[src/rtl/uftx_pkg.sv]
package uftx_pkg;

  localparam int FRAME_W = 12;
  localparam int LIM_MAX = 16;

  typedef enum logic [1:0] {
    FR_DATA = 2'd0,
    FR_IDLE = 2'd1,
    FR_BRK  = 2'd2
  } frame_kind_e;

  // Division value: the prescaler overrides the divider when nonzero.
  function automatic logic [LIM_MAX-1:0] pick_limit(input logic [LIM_MAX-1:0] div,
                                                    input logic [LIM_MAX-1:0] pre);
    return (pre != '0) ? pre : div;
  endfunction

  // Put parity at the top data position, taken over the bits below it.
  function automatic logic [8:0] with_parity(input logic [8:0] d, input logic nine,
                                             input logic pe, input logic po);
    logic [8:0] r;
    logic       p;
    int         top;
    r   = d;
    p   = po;
    top = nine ? 8 : 7;
    for (int i = 0; i < 8; i++)
      if (i < top) p = p ^ d[i];
    if (pe) r[top] = p;
    return r;
  endfunction

  // Number of bit periods in a frame.
  function automatic logic [3:0] frame_len(input frame_kind_e k, input logic nine);
    logic [3:0] n;
    n = nine ? 4'd11 : 4'd10;
    if (k == FR_BRK) n = n + 4'd1;
    return n;
  endfunction

  // Line pattern, bit 0 is sent first.
  function automatic logic [FRAME_W-1:0] frame_bits(input frame_kind_e k,
                                                    input logic [8:0] d,
                                                    input logic nine);
    logic [FRAME_W-1:0] f;
    case (k)
      FR_IDLE: f = '1;
      FR_BRK: begin
        f = '0;
        if (nine) f[11] = 1'b1;
        else      f[10] = 1'b1;
      end
      default: begin
        f    = '1;
        f[0] = 1'b0;
        for (int i = 0; i < 9; i++)
          if (i < 8 || nine) f[i+1] = d[i];
      end
    endcase
    return f;
  endfunction

endpackage

[src/rtl/uftx_baud.sv]
module uftx_baud #(
  parameter int LIM_W = 8
) (
  input  logic             clk,
  input  logic             rst_n,
  input  logic             en,
  input  logic [LIM_W-1:0] lim,
  output logic             tick
);

  logic [LIM_W-1:0] cnt_q;

  assign tick = en && (cnt_q == lim);

  always_ff @(posedge clk or negedge rst_n) begin
    if (!rst_n)      cnt_q <= '0;
    else if (!en)    cnt_q <= '0;
    else if (tick)   cnt_q <= '0;
    else             cnt_q <= cnt_q + 1'b1;
  end

  // the counter never passes the chosen division while the divisor is held
  assert_cnt_in_range_R9: assert property (@(posedge clk) disable iff (!rst_n)
    (en && $stable(lim)) |-> (cnt_q <= lim));

endmodule

[src/rtl/uftx_seq.sv]
module uftx_seq
  import uftx_pkg::*;
#(
  parameter int OVS = 16
) (
  input  logic       clk,
  input  logic       rst_n,
  input  logic       tick_i,
  input  logic       nine_i,
  input  logic       par_en_i,
  input  logic       par_odd_i,
  input  logic [8:0] tx_data_i,
  input  logic       tx_req_i,
  input  logic       idle_req_i,
  input  logic       brk_req_i,
  output logic       txd_o,
  output logic       run_o,
  output logic       done_o
);

  localparam int SUB_W = (OVS > 1) ? $clog2(OVS) : 1;
  localparam logic [SUB_W-1:0] SUB_LAST = SUB_W'(OVS - 1);

  logic                run_q;
  frame_kind_e         kind_q;
  logic [FRAME_W-1:0]  sh_q;
  logic [3:0]          left_q;
  logic [SUB_W-1:0]    sub_q;
  logic                pend_q;
  logic [8:0]          pend_d_q;
  logic                done_q;

  // Named events
  logic        ev_accept;
  logic        ev_bit_end;
  logic        ev_frame_end;
  frame_kind_e acc_kind;
  logic [8:0]  acc_word;
  logic [8:0]  pend_word;

  assign ev_accept    = !run_q && (tx_req_i || idle_req_i || brk_req_i);
  assign ev_bit_end   = run_q && tick_i && (sub_q == SUB_LAST);
  assign ev_frame_end = ev_bit_end && (left_q == 4'd1);

  always_comb begin
    if (brk_req_i)       acc_kind = FR_BRK;
    else if (idle_req_i) acc_kind = FR_IDLE;
    else                 acc_kind = FR_DATA;
  end

  assign acc_word  = with_parity(tx_data_i, nine_i, par_en_i, par_odd_i);
  assign pend_word = with_parity(pend_d_q,  nine_i, par_en_i, par_odd_i);

  always_ff @(posedge clk or negedge rst_n) begin
    if (!rst_n) begin
      run_q    <= 1'b0;
      kind_q   <= FR_IDLE;
      sh_q     <= '1;
      left_q   <= '0;
      sub_q    <= '0;
      pend_q   <= 1'b0;
      pend_d_q <= '0;
      done_q   <= 1'b0;
    end else begin
      done_q <= ev_frame_end;
      if (ev_accept) begin
        run_q    <= 1'b1;
        kind_q   <= acc_kind;
        sh_q     <= frame_bits(acc_kind, acc_word, nine_i);
        left_q   <= frame_len(acc_kind, nine_i);
        sub_q    <= '0;
        pend_q   <= tx_req_i && (acc_kind != FR_DATA);
        pend_d_q <= tx_data_i;
      end else if (run_q && tick_i) begin
        if (sub_q == SUB_LAST) begin
          sub_q <= '0;
          if (left_q == 4'd1) begin
            if (pend_q) begin
              kind_q <= FR_DATA;
              sh_q   <= frame_bits(FR_DATA, pend_word, nine_i);
              left_q <= frame_len(FR_DATA, nine_i);
              pend_q <= 1'b0;
            end else begin
              run_q  <= 1'b0;
              sh_q   <= '1;
              left_q <= '0;
            end
          end else begin
            sh_q   <= {1'b1, sh_q[FRAME_W-1:1]};
            left_q <= left_q - 4'd1;
          end
        end else begin
          sub_q <= sub_q + 1'b1;
        end
      end
    end
  end

  assign txd_o  = run_q ? sh_q[0] : 1'b1;
  assign run_o  = run_q;
  assign done_o = done_q;

  assert_done_single_R11: assert property (@(posedge clk) disable iff (!rst_n)
    done_q |=> !done_q);

  assert_brk_wins_R7: assert property (@(posedge clk) disable iff (!rst_n)
    (ev_accept && brk_req_i) |=> (kind_q == FR_BRK));

  assert_start_low_R2: assert property (@(posedge clk) disable iff (!rst_n)
    (ev_accept && acc_kind == FR_DATA) |=> !txd_o);

  assert_stop_high_R2: assert property (@(posedge clk) disable iff (!rst_n)
    (ev_frame_end && kind_q == FR_DATA) |-> txd_o);

  assert_idle_ones_R5: assert property (@(posedge clk) disable iff (!rst_n)
    (run_q && kind_q == FR_IDLE) |-> txd_o);

  assert_hold_between_ticks_R10: assert property (@(posedge clk) disable iff (!rst_n)
    (run_q && !tick_i) |=> ($stable(sh_q) && $stable(left_q)));

  assert_pend_follows_R8: assert property (@(posedge clk) disable iff (!rst_n)
    (ev_frame_end && pend_q) |=> (run_q && kind_q == FR_DATA && !txd_o));

endmodule

[src/rtl/uart_frame_tx.sv]
module uart_frame_tx
  import uftx_pkg::*;
#(
  parameter int DIV_W = 8,
  parameter int PRE_W = 8,
  parameter int OVS   = 16
) (
  input  logic             clk,
  input  logic             rst_n,
  input  logic [DIV_W-1:0] cfg_div,
  input  logic [PRE_W-1:0] cfg_prescale,
  input  logic             cfg_nine,
  input  logic             cfg_par_en,
  input  logic             cfg_par_odd,
  input  logic [8:0]       tx_data,
  input  logic             tx_req,
  input  logic             idle_req,
  input  logic             brk_req,
  output logic             txd,
  output logic             busy,
  output logic             done
);

  localparam int LIM_W = (DIV_W > PRE_W) ? DIV_W : PRE_W;

  logic [LIM_MAX-1:0] lim_full;
  logic [LIM_W-1:0]   lim;
  logic               run;
  logic               tick;

  assign lim_full = pick_limit(LIM_MAX'(cfg_div), LIM_MAX'(cfg_prescale));
  assign lim      = lim_full[LIM_W-1:0];

  uftx_baud #(.LIM_W(LIM_W)) u_baud (
    .clk  (clk),
    .rst_n(rst_n),
    .en   (run),
    .lim  (lim),
    .tick (tick)
  );

  uftx_seq #(.OVS(OVS)) u_seq (
    .clk       (clk),
    .rst_n     (rst_n),
    .tick_i    (tick),
    .nine_i    (cfg_nine),
    .par_en_i  (cfg_par_en),
    .par_odd_i (cfg_par_odd),
    .tx_data_i (tx_data),
    .tx_req_i  (tx_req),
    .idle_req_i(idle_req),
    .brk_req_i (brk_req),
    .txd_o     (txd),
    .run_o     (run),
    .done_o    (done)
  );

  assign busy = run;

endmodule

[config.mk]
export PLATFORM = sky130hd
export DESIGN_NAME = uart_frame_tx
export DESIGN_NICKNAME = d
export VERILOG_FILES = /design/src/rtl/uftx_pkg.sv /design/src/rtl/uftx_baud.sv /design/src/rtl/uftx_seq.sv /design/src/rtl/uart_frame_tx.sv
export SDC_FILE = /design/constraint.sdc
export NUM_CORES = 1
export LEC_CHECK = 0
export BUFFER_PORTS_ARGS = -buffer_cell sky130_fd_sc_hd__buf_2
export CORE_UTILIZATION = 40
export CTS_BUF_LIST = sky130_fd_sc_hd__clkbuf_8
export DETAILED_ROUTE_END_ITERATION = 16
export GPL_TIMING_DRIVEN = 0
export HOLD_SLACK_MARGIN = 0.06
export SLEW_MARGIN = 25
export SYNTH_ARGS = -nofsm -noshare
export SYNTH_HDL_FRONTEND = slang
export SYNTH_SLANG_ARGS = --single-unit
export TNS_END_PERCENT = 100
[constraint.sdc]
create_clock -name clk -period 2.5 [get_ports clk]
set_input_delay 0.125 -clock clk [delete_from_list [all_inputs] [get_ports clk]]
set_output_delay 0.125 -clock clk [all_outputs]
set_load 0.005 [all_outputs]
==> run metrics <==
post-synthesis net count 335; GP Congestion 0.811; R2R setup slack 0.09 ns; compound-cell area share of the yosys netlist 16.0%; critical path cell sequence o2111ai_1 -> or4b_4 -> or4_4 -> or4_1 -> a21oi_2; Antenna Nets Post-Route 0; Met1 Wirelength 3.27 mm; worst skew pair latency 0.29 ns; CP Capture Type flip-flop; WHS Endpoint u_seq.pend_d_q[6]; initial cell density of the core 41.7%; Async SR Flop Fraction 100%; Post-Route Skew 0.00285 ns; CTS H-tree depth 2; CTS buffer count 5; Max stage delay on crit path 0.58 ns; initial antenna violation count 0; Max-slew headroom 41.0%; Final Hold Viols 0; Port Buffer Count 35; flop and latch count out of synthesis 40; total track usage 20.2%; Via density 5.42; Initial DRT Pass Iterations 4; fin crit period 2.41 ns; ratio of cells with drive above 1 in the final layout 25.4%; startpoint types flip-flop; fin util 49.4%; adder-cell area share of the yosys netlist 3.31%; core area 0.00635 mm^2; Ports 36; Crit Path Category reg2reg; Worst Hold Depth 3; global-route wire length before repair 11.3 mm; sequential element share of the synthesized area 38.4%; Met2 Wirelength 2.97 mm; Arr. time, crit path 2.63 ns; Highest Signal Layer met4; Max Cap Viol 0; die footprint 0.00694 mm^2; hold path start tx_data[6]; Initial DRC Count 95; fin crit share 96.3%; Mapped Cells 295; CTS sink count 40; Worst EP required 2.72 ns; Cell Area, Synth 0.00265 mm^2; Syn Area/Cell 8.97 um^2; Worst Tran Pin Value 0.885 ns; Root Buffer clkbuf_8; RSZ-0062 raised after global routing false; Crit Reg-Reg Startpoint u_seq.run_o; Slew Limit Fails 0; Area Growth Syn to Fin 18.6%; wire length per cell 15.4 um; Hold/Removal Path Class in2reg; TNS Setup 0 ns; DP Worst Slack -0.289 ns; met3 WL 154 um; fraction of synthesized area in multiplexers 4.16%; final setup fails 0; largest fanout on the critical path 9; diode count 0; largest family of logic cells by synthesized area simple AND/OR/NAND/NOR gates; height of the chip 83.3 um; Post-synth EDFFs 0; CP max stage cell or4b_4; status complete, no violations; pwr/cell area 748 mW/mm^2; pin count of the biggest net entering global routing 41; global route total overflow 0; DRC errors left 0; Cell variety after synth 52; CTS tree built; Placement Rows 29; Synth Area in Simple Gates 25.4%; worst hold slack 0.0696 ns; number of global-route vias before repair 2,268; maximum vdd drop 466 uV; DRT Wirelength 6.50 mm; clock buffer depth 2; leakage power 1.36 nW; reg2reg end u_seq.sub_q[0]; f_max 0.415 GHz; Yosys warning total 0; DP HPWL 4.63 mm; worst reg2reg path depth 5; Die X 83.3 um; xor-xnor portion of the synthesized cell area 9.13%; via count 2,292; nets@finish 385; leading register cell type out of synthesis dfrtp_1; clk slew on worst S/H paths 0.08 ns; setup ws final 0.0919 ns
==> per-layer routing <==
| layer | vias up | track usage (%) |
|---|---|---|
| li1 | 1161 | - |
| met1 | 1090 | 29.2 |
| met2 | 33 | 31.2 |
| met3 | 8 | 3.28 |
| met4 | 0 | 5.80 |
| met5 | - | 0 |
==> cells in the mapped netlist, drive strengths merged (3+ instances only) <==
cell type  number  area share [%]
nor3b           8             2.3
xnor2          17             5.6
clkbuf         14             2.0
xor2            8             2.6
mux2            8             3.4
nor4b           4             1.3
a211oi          3            0.85
o22ai           8             1.9
a31oi           3            0.71
a41oi           3            0.99
nand3          13             2.5
dfstp          12              12
o21ai          13             2.5
nor3            3            0.57
nor4            4             2.1
nor2b           5             1.2
and3            7             1.7
nand2b          5             1.2
a21oi          15             3.0
dfrtp          28              26
nor2           28             4.0
nand2          32             4.5
ha              7             3.3
and2            4            0.95
nand4           3            0.71
inv            11             1.6
o211ai          3            0.85
==> worst max-delay path by stage <==
stage | from | to | slack, ns | cells after the start
floorplan | u_seq.run_o | u_seq.sub_q[0] | 0.05 | 6
global placement | cfg_prescale[0] | u_seq.run_o | -0.31 | 8
detailed placement | cfg_prescale[0] | u_seq.run_o | -0.29 | 8
CTS | u_baud.cnt_q[1] | u_seq.sub_q[0] | 0.02 | 6
global route | u_baud.cnt_q[1] | u_seq.sub_q[0] | 0.02 | 6
finish | u_seq.run_o | u_seq.sub_q[0] | 0.09 | 5
==> timing repair <==
item	4_1_cts	5_1_grt
endpoints found under the setup margin	29	16
pin swaps	1	2
hold buffers	2	1
endpoints found under the hold margin	29	1
gates resized for setup	5	4
buffers inserted	0	6
==> power by group <==
group / leakage (nW) / switching, mW / internal, mW
Combinational: 0.825 / 0.369 / 0.391
Sequential: 0.473 / 0.142 / 0.859
Clock: 0.0645 / 0.234 / 0.352
Total: 1.36 / 0.745 / 1.60
==> kinds of logic after synthesis <==
kind of cell	after synthesis
AO/OA/AOI/OAI	64
XOR/XNOR	26
adder cells (fa/ha/maj)	7
buffers and inverters	25
flip-flops	40
multiplexers	10
AND/OR/NAND/NOR	123
==> critical path, delay by kind of cell, from the launching register on <==
family,cells,cell delay [ns]
AOI/OAI and AO/OA,2,0.26
and+or+nand+nor,3,1.58
DFF,1,0.49
==> cell type report <==
cell class	instances	area, um^2
plain buffers	13	50.0
clock buffers	7	96.3
clock inverters	1	30.0
fillers	614	3210
inverters	11	41.3
multi-input cells	230	1550
flip-flops and latches	40	1020
well taps	77	96.3
repair buffers	44	250
==> per-stage QoR <==
stage	power (mW)	instance area [um^2]	instances
final	2.35	3140	423
after CTS	2.30	3070	416
after global placement	1.69	2920	407
after floorplan	1.49	2650	295
after global routing	2.50	3140	423
after detailed placement	1.70	2920	407
==> placed cells by master, fill, tap and decap left out, drive strengths merged, types with 4 or more instances in the layout <==
| master | netlist | routed |
|---|---|---|
| a21oi | 15 | 15 |
| and2 | 4 | 4 |
| and3 | 7 | 7 |
| buf | 0 | 41 |
| clkbuf | 14 | 20 |
| dfrtp | 28 | 28 |
| dfstp | 12 | 12 |
| ha | 7 | 7 |
| inv | 11 | 11 |
| mux2 | 8 | 8 |
| nand2 | 32 | 32 |
| nand2b | 5 | 5 |
| nand3 | 13 | 13 |
| nor2 | 28 | 28 |
| nor2b | 5 | 5 |
| nor3b | 8 | 8 |
| nor4 | 4 | 4 |
| nor4b | 4 | 4 |
| o21ai | 13 | 13 |
| o22ai | 8 | 8 |
| xnor2 | 17 | 17 |
| xor2 | 8 | 8 |
==> sequential cells by signal (all words and copies together), names as in the netlist <==
name / cells
u_seq.sub_q: 4
u_seq.pend_q: 1
u_seq.done_o: 1
u_seq.left_q: 4
u_seq.sh_q: 12
u_seq.run_o: 1
u_seq.pend_d_q: 9
u_baud.cnt_q: 8
Power figures use the tool's default switching activity.
